--- src/rtl/cal_pkg.sv ---
package cal_pkg;
  localparam int FW = 8;
  localparam int FIELDS = 7;

  typedef enum logic [2:0] {
    F_SEC = 3'd0, F_MIN = 3'd1, F_HOUR = 3'd2, F_WDAY = 3'd3,
    F_DAY = 3'd4, F_MON = 3'd5, F_YEAR = 3'd6
  } field_e;

  // lowest legal value of each field (day and month start at 1)
  function automatic logic [FW-1:0] field_floor(int idx);
    return (idx == int'(F_DAY) || idx == int'(F_MON)) ? 8'h01 : 8'h00;
  endfunction

  function automatic logic [FW-1:0] bcd_inc(logic [FW-1:0] v);
    if (v[3:0] >= 4'd9) return {v[7:4] + 4'd1, 4'h0};
    return {v[7:4], v[3:0] + 4'd1};
  endfunction

  // year value is a multiple of 4: even tens need ones 0/4/8, odd tens 2/6
  function automatic logic leap_year(logic [FW-1:0] yr);
    if (!yr[4]) return (yr[3:0] == 4'd0) || (yr[3:0] == 4'd4) || (yr[3:0] == 4'd8);
    return (yr[3:0] == 4'd2) || (yr[3:0] == 4'd6);
  endfunction

  function automatic logic [FW-1:0] last_day(logic [FW-1:0] mon, logic [FW-1:0] yr);
    case (mon)
      8'h02:                      return leap_year(yr) ? 8'h29 : 8'h28;
      8'h04, 8'h06, 8'h09, 8'h11: return 8'h30;
      default:                    return 8'h31;
    endcase
  endfunction
endpackage

--- src/rtl/cal_field.sv ---
module cal_field
  import cal_pkg::*;
#(
  parameter logic [FW-1:0] FLOOR = 8'h00
) (
  input  logic          clk,
  input  logic          rst,
  input  logic          inc,
  input  logic [FW-1:0] ceil_val,
  input  logic          ld,
  input  logic [FW-1:0] ld_val,
  output logic [FW-1:0] val,
  output logic          at_ceil
);
  assign at_ceil = (val >= ceil_val);

  always_ff @(posedge clk) begin
    if (rst)      val <= FLOOR;
    else if (ld)  val <= ld_val;
    else if (inc) val <= at_ceil ? FLOOR : bcd_inc(val);
  end
endmodule

--- src/rtl/cal_hold.sv ---
module cal_hold #(
  parameter int ACK_PULSES = 2
) (
  input  logic clk,
  input  logic rst,
  input  logic hold_req,
  input  logic slow_en,
  output logic hold_ack
);
  localparam int CW = $clog2(ACK_PULSES + 1);
  localparam logic [CW-1:0] DONE = CW'(ACK_PULSES);

  logic [CW-1:0] cnt;

  always_ff @(posedge clk) begin
    if (rst || !hold_req)            cnt <= '0;
    else if (slow_en && cnt != DONE) cnt <= cnt + CW'(1);
  end

  assign hold_ack = (cnt == DONE);
endmodule

--- src/rtl/bcd_calendar.sv ---
module bcd_calendar
  import cal_pkg::*;
#(
  parameter int ACK_PULSES = 2
) (
  input  logic          clk,
  input  logic          rst,
  input  logic          tick_1hz,
  input  logic          slow_en,
  input  logic          run_en,
  input  logic          hold_req,
  output logic          hold_ack,
  input  logic          wr_en,
  input  logic [2:0]    wr_sel,
  input  logic [FW-1:0] wr_data,
  output logic [FW-1:0] rd_sec,
  output logic [FW-1:0] rd_min,
  output logic [FW-1:0] rd_hour,
  output logic [FW-1:0] rd_wday,
  output logic [FW-1:0] rd_day,
  output logic [FW-1:0] rd_mon,
  output logic [FW-1:0] rd_year
);
  logic [FW-1:0]     live   [FIELDS];
  logic [FW-1:0]     ceil_v [FIELDS];
  logic [FW-1:0]     shadow [FIELDS];
  logic [FIELDS-1:0] inc, at_ceil, ld;
  logic              step, wr_ok;

  cal_hold #(.ACK_PULSES(ACK_PULSES)) u_hold (
    .clk(clk), .rst(rst), .hold_req(hold_req), .slow_en(slow_en), .hold_ack(hold_ack)
  );

  assign step  = tick_1hz & run_en & ~hold_req;
  assign wr_ok = wr_en & hold_req & hold_ack;

  // carry chain: weekday and day both advance on the hour wrap
  always_comb begin
    inc[F_SEC]  = step;
    inc[F_MIN]  = inc[F_SEC]  & at_ceil[F_SEC];
    inc[F_HOUR] = inc[F_MIN]  & at_ceil[F_MIN];
    inc[F_WDAY] = inc[F_HOUR] & at_ceil[F_HOUR];
    inc[F_DAY]  = inc[F_HOUR] & at_ceil[F_HOUR];
    inc[F_MON]  = inc[F_DAY]  & at_ceil[F_DAY];
    inc[F_YEAR] = inc[F_MON]  & at_ceil[F_MON];
    ceil_v[F_SEC]  = 8'h59;
    ceil_v[F_MIN]  = 8'h59;
    ceil_v[F_HOUR] = 8'h23;
    ceil_v[F_WDAY] = 8'h06;
    ceil_v[F_DAY]  = last_day(live[F_MON], live[F_YEAR]);
    ceil_v[F_MON]  = 8'h12;
    ceil_v[F_YEAR] = 8'h99;
  end

  for (genvar i = 0; i < FIELDS; i++) begin : g_field
    assign ld[i] = wr_ok && (wr_sel == 3'(i));

    cal_field #(.FLOOR(field_floor(i))) u_field (
      .clk(clk), .rst(rst), .inc(inc[i]), .ceil_val(ceil_v[i]),
      .ld(ld[i]), .ld_val(wr_data), .val(live[i]), .at_ceil(at_ceil[i])
    );

    always_ff @(posedge clk) begin
      if (rst) shadow[i] <= field_floor(i);
      else     shadow[i] <= live[i];
    end
  end

  assign rd_sec  = shadow[F_SEC];
  assign rd_min  = shadow[F_MIN];
  assign rd_hour = shadow[F_HOUR];
  assign rd_wday = shadow[F_WDAY];
  assign rd_day  = shadow[F_DAY];
  assign rd_mon  = shadow[F_MON];
  assign rd_year = shadow[F_YEAR];
endmodule

--- config.mk ---
export PLATFORM = sky130hd
export DESIGN_NAME = bcd_calendar
export DESIGN_NICKNAME = d
export VERILOG_FILES = /design/src/rtl/cal_pkg.sv /design/src/rtl/cal_field.sv /design/src/rtl/cal_hold.sv /design/src/rtl/bcd_calendar.sv
export SDC_FILE = /design/constraint.sdc
export NUM_CORES = 1
export LEC_CHECK = 0
export ABC_AREA = 1
export BUFFER_PORTS_ARGS = -buffer_cell sky130_fd_sc_hd__buf_4
export CAP_MARGIN = 20
export CORE_UTILIZATION = 45
export CTS_CLUSTER_DIAMETER = 40
export DETAILED_ROUTE_END_ITERATION = 6
export GPL_TIMING_DRIVEN = 0
export PLACE_DENSITY = 0.7
export SLEW_MARGIN = 20
export SYNTH_ARGS = -nofsm -noshare
export SYNTH_HDL_FRONTEND = slang
export SYNTH_SLANG_ARGS = --single-unit
export TNS_END_PERCENT = 1
--- constraint.sdc ---
create_clock -name clk -period 3 [get_ports clk]
set_clock_uncertainty 0.05 [all_clocks]
set_input_delay 0.3 -clock clk [delete_from_list [all_inputs] [get_ports clk]]
set_output_delay 0.3 -clock clk [all_outputs]
set_load 0.02 [all_outputs]
Word-level counts from Yosys, hierarchy flattened
Memory sizes are Yosys's and may differ from the RTL's.
Index checks and enable logic that the tools add are counted.
Word-level totals
  register bits after elaboration: 58
  memory bits (writable): 56
  word-level logic and storage cells: 196
  memories kept: 1
Cells by class
  add/subtract/negate cells: 15
  order comparisons: 14
  equal/unequal tests: 17
  muxes and demuxes: 80
  bitwise gates (word level): 17
  reduce and logical (&&, ||, !) cells: 37
Memories
  shadow: words 7, width 8, rd ports 7, clocked after Yosys merged registers in 0, wr ports 7, line bcd_calendar.sv:26  | logic [FW-1:0] shadow [FIELDS];
Operators with widths (number)
  8-bit two-way mux: 42
  4-bit by 1-bit adder with 4-bit output, second input constant: 14
  1-bit two-way mux: 37
  4-bit greater-or-equal comparator, second input constant: 7
  3-bit nonzero test: 7
  8-bit by 3-bit equality test with 1-bit output, second input constant: 2
  8-bit by 7-bit greater-or-equal comparator with 1-bit output, second input constant: 2
  2-bit AND reduction: 7
  2-bit nonzero test: 7
  5-bit one-hot mux with 2 select lines: 1
  1-bit bitwise AND: 9
  3-bit equality test, second input constant: 3
  4-bit by 3-bit equality test with 1-bit output, second input constant: 2
  8-bit by 2-bit equality test with 1-bit output, second input constant: 1
  8-bit by 4-bit equality test with 1-bit output, second input constant: 1
  8-bit by 5-bit equality test with 1-bit output, second input constant: 1
  8-bit by 3-bit greater-or-equal comparator with 1-bit output, second input constant: 1
  8-bit by 5-bit greater-or-equal comparator with 1-bit output, second input constant: 1
  8-bit by 6-bit greater-or-equal comparator with 1-bit output: 1
  8-bit by 6-bit greater-or-equal comparator with 1-bit output, second input constant: 1
  8-bit greater-or-equal comparator, second input constant: 1
  1-bit logical AND: 8
  1-bit OR: 7
  3-bit by 2-bit equality test with 1-bit output, second input constant: 2
  other kinds (12): 15

Longest topological paths before layout
  depth after elaboration: 18
  depth in mapped cells: 19
  gate-level depth less buffers: 19

Hierarchy
From an unflattened synthesis, not the netlist that was laid out.
Unflattened totals
  cells, all modules: 1073
  area total of the unflattened synthesis: 7661.1 sq um
By module, submodules not included
  cal_field (g_field[0].u_field ...): times used 5, cells each 118, area an instance 804.5 sq um, seq. area each 160.2 sq um
  bcd_calendar: times used 1, cells each 228, area an instance 1864.3 sq um, seq. area each 1121.1 sq um
  cal_field (g_field[4].u_field ...): times used 2, cells each 120, area an instance 832.0 sq um, seq. area each 160.2 sq um
  cal_hold: times used 1, cells each 15, area an instance 110.1 sq um, seq. area each 40.0 sq um

Worst setup path before layout
Ideal clock, no wire load.
  kind: register to register
  start point: reg g_field[5].u_field.val[0]
  end point: reg g_field[4].u_field.val[1]
  library setup time: 0.071 ns
  data arrival time: 2.334 ns
  required time: 2.879 ns
  slack: 0.545 ns
  cell stages (with the launch flop): 17
  path buffers: 0
  cells stage by stage: dfxtp_1 inv_1 ha_1 o21ai_0 o21ai_0 a32oi_1 nand2_1 inv_1 ha_1 and3_1 nand2_1 nand3b_1 nor2_2 nand2_1 nor2_1 nand2_1 a21oi_1
On the way
  word-level cells in the longest chain between the ends: 7
Ends and longest elaborated chain
  from (decl): line cal_field.sv:12  | output logic [FW-1:0] val,
  from (signal assigned): line cal_field.sv:19  | else if (ld) val <= ld_val;
  from (signal assigned): line cal_field.sv:20  | else if (inc) val <= at_ceil ? FLOOR : bcd_inc(val);
  8-bit by 3-bit equality test with 1-bit output, or another cell as far along: line cal_pkg.sv:27  | case (mon)
  4-bit OR reduction: line cal_pkg.sv:27
  5-bit one-hot mux with 2 select lines (*): line cal_pkg.sv:27
  8-bit by 6-bit greater-or-equal comparator with 1-bit output (*): line cal_field.sv:15  | assign at_ceil = (val >= ceil_val);
  8-bit two-way mux (*) (2 in series): line cal_field.sv:20
  8-bit two-way mux (*): line cal_field.sv:19
  to (signal assigned): line cal_field.sv:19
  to (signal assigned): line cal_field.sv:20
  to (decl): line cal_field.sv:12
Mark *: on every way between the ends. The rest lies on a longest branch, timed or not. The select of a mux whose other input is x is not followed.
A chain may end at the register's enable or synchronous reset.

Worst setup path in the final report
  start point: reg g_field[5].u_field.val[5]
  end point: reg g_field[6].u_field.val[4]
On the way
  word-level cells in the longest chain between the ends: 8
Ends and longest elaborated chain
  8-bit by 3-bit equality test with 1-bit output, or another cell as far along: line cal_pkg.sv:27
  4-bit OR reduction: line cal_pkg.sv:27
  5-bit one-hot mux with 2 select lines: line cal_pkg.sv:27
  8-bit by 6-bit greater-or-equal comparator with 1-bit output: line cal_field.sv:15
  1-bit bitwise AND: line bcd_calendar.sv:44  | inc[F_MON] = inc[F_DAY] & at_ceil[F_DAY];
  1-bit bitwise AND (*): line bcd_calendar.sv:45  | inc[F_YEAR] = inc[F_MON] & at_ceil[F_MON];
  2-bit nonzero test (no source line) (*)
  2-bit AND reduction (no source line) (*)
  to (signal assigned): line cal_field.sv:19
  to (signal assigned): line cal_field.sv:20
  to (decl): line cal_field.sv:12
Mark *: on every way between the ends. The rest lies on a longest branch, timed or not.

==> reports/results.ini <==
[global_routing]
track_usage_pct=22.9
overflow=0
grt_first_pass_wirelength_um=22300
grt_pass1_vias=4542
grt_max_degree=17
antenna_found_initial=0

[finish]
drive_above_1_share_pct=18.0
antennaDiodeCount=0
areaGrowthSynthToFinish_pct=24.6
nNetsFinal=886

[synth]
synth_fp_nets=792
synthXorXnorAreaFrac_pct=2.54
synth.area.mux_share_pct=0
netlist_area_um2=5520
ys_seq_elements=114
synth_top_family_by_area=simple AND/OR/NAND/NOR gates
netlist_top_cells_area=dfxtp_1, ha_1, nand2_1
yosys.area.top_type=dfxtp_1
synth_top_area_share_pct=41.3
yosysWarnings=0
synth_edf_count=0
synthSimpleGateAreaFrac_pct=25.3
ys.flop_type=dfxtp_1
seq_area_frac_synth_pct=41.3
synth_adder_area_share_pct=10.2
avgSynthCellArea_um2=7.58
postSynth.asyncResetShare_pct=0
synth.most_common_cell=nand2_1
syn_inst=729
synth.distinct_cells=37
synth_compound_area_share_pct=12.1
synth_top_cells_by_count=nand2_1, dfxtp_1, nor2_1

[floorplan]
rows=40
fp.dieW_um=113
start_util_pct=46.0
dieArea_um2=12700
core-area_um2=12000
io_pins=75
die_h_um=113

[critical_path]
path_buf_inv=3
worstPathCellList=inv_1 -> ha_1 -> nand2_1 -> nor3_2 -> inv_1 -> a31oi_1 -> a21oi_1 -> ha_1 -> nand2_1 -> nor2_1 -> nand2_1 -> nand3b_1 -> nand3_2 -> nand2_2 -> buf_6 -> nand3_1 -> nand2_1 -> nor2_1
worstSetupStartpointType=flop
max_stage_delay_ps=320
cpMostUsedCell=nand2_1
critPathSlowestCell=dfxtp_1
cp-end-kind=flop
critPathMaxFanout=10
cp.required_ps=3260
crit_type=reg -> reg
cp.arrival_ps=3050
path_delay_family=simple AND/OR/NAND/NOR gates

[route]
ant_nets=0
wl_um=13500
post_drt_wl_per_cell_um=13.7
drc=0
drt-vias-per-instance=5.02
vias=4929
drt-initial-drc-count=257
firstDrtPassIters=4

[power_and_ir_drop]
ir_worst_vdd_mv=0.264
powerDensity_nw_per_um2=523
power_mw=3.60
p_leak_nw=3.17

[sta]
fin_setup_tns_ps=0
period_minus_slack_ps=2790
finalSetupViolations=0
slew_headroom_pct=48.7
finalMaxSlewViolations=0
worst_slew_pin_slew_ps=770
fmax_ghz=0.359
min_period_over_period_pct=92.9
hold-worst-slack_ps=129
finalHoldViolations=0

[clocking]
clock_latency_ps=420
ctsRootBufferMaster=clkbuf_16
clockBufferDepth=2
postCtsHoldBufs=0
cts_tree=done
numClockSinks=114
cts-htree-levels=4
clk_pin_slew_worst_paths_ps=60
cts_buffers=17

[worst_hold_path]
worstHoldPathType=in -> reg

[flow_run]
cap_violations=0

[placed_design]
port_buffers=73
dp_hpwl_um=9730
gp_congestion=0.878

[status]
status=finished clean

state kept, by name (all words and copies together), names as in the netlist:
signal / flops
u_hold.cnt: 2
g_field.u_field.val: 56
shadow: 56
final cells by class:
class | instances | area (um^2)
Timing Repair Buffer | 75 | 563
Sequential cell | 114 | 2290
Buffer | 13 | 56.3
Inverter | 111 | 417
Multi-Input combinational cell | 491 | 2800
Fill cell | 1140 | 5130
Tap cell | 147 | 184
Clock buffer | 26 | 499
Clock inverter | 5 | 75.1
worst paths after layout:
| kind | start | to | slack, ps | cells after the start |
|---|---|---|---|---|
| worst max register to register | g_field[5].u_field.val[5] | g_field[6].u_field.val[4] | 210 | 18 |
| worst min-delay path | wr_data[3] | g_field[2].u_field.val[3] | 130 | 3 |
| worst min register to register | g_field[3].u_field.val[7] | g_field[3].u_field.val[7] | 410 | 2 |
| worst max-delay path | g_field[5].u_field.val[5] | g_field[6].u_field.val[4] | 210 | 18 |
logic make-up after synthesis:
group                    after synthesis
adder cells (fa/ha/maj)               45
XOR/XNOR                              16
buffers and inverters                124
flip-flops                           114
AO/OA/AOI/OAI                        117
AND/OR/NAND/NOR                      313
cell usage in the layout, fill, tap and decap left out, drive strengths merged, types with 17 or more instances in the layout:
master  count
nand3      45
o22ai      17
nand2     138
nor2      113
clkbuf     36
inv       111
a21oi      46
buf        78
ha         45
dfxtp     114
o21ai      28
per-layer routing:
metal | global-route usage (%) | part of all wire, % | vias to the layer above
li1 | - | - | 2529
met1 | 29.0 | 47 | 2241
met2 | 36.5 | 46 | 133
met3 | 5.25 | 5.0 | 26
met4 | 11.6 | 2.5 | 0
met5 | 0 | 0 | -
worst reg2reg max path, stage by stage, from the launching register on:
cell      delay [ps]
dfxtp_1          320
inv_1            150
ha_1             190
nand2_1           80
nor3_2           170
inv_1            110
a31oi_1          160
a21oi_1          110
ha_1             280
nand2_1           50
nor2_1           100
nand2_1           60
nand3b_1         240
nand3_2          150
nand2_2          120
buf_6            150
nand3_1           80
nand2_1           70
nor2_1            40
where the power goes:
group	switching [mW]	internal (mW)
Clock	0.661	1.30
Combinational	0.0852	0.0314
Sequential	0.00271	1.52
what timing repair did:
action / in CTS / in global routing
gates resized for setup: 1 / 13
endpoints found under the setup margin: 3 / 24
buffers inserted: 0 / 2
pin swaps: 0 / 7
through the flow:
| step | util [%] | area (um^2) | std cells | setup WS [ps] |
|---|---|---|---|---|
| final | 57.3 | 6880 | 982 | 212 |
| after global routing | 57.3 | 6880 | 982 | -0.584 |
| after global placement | 52.1 | 6260 | 949 | 71.3 |
| after CTS | 56.9 | 6840 | 980 | 2.89 |
| after detailed placement | 52.1 | 6260 | 949 | 46.4 |
| after floorplan | - | 5520 | 729 | 545 |
Power figures use the tool's default switching activity.
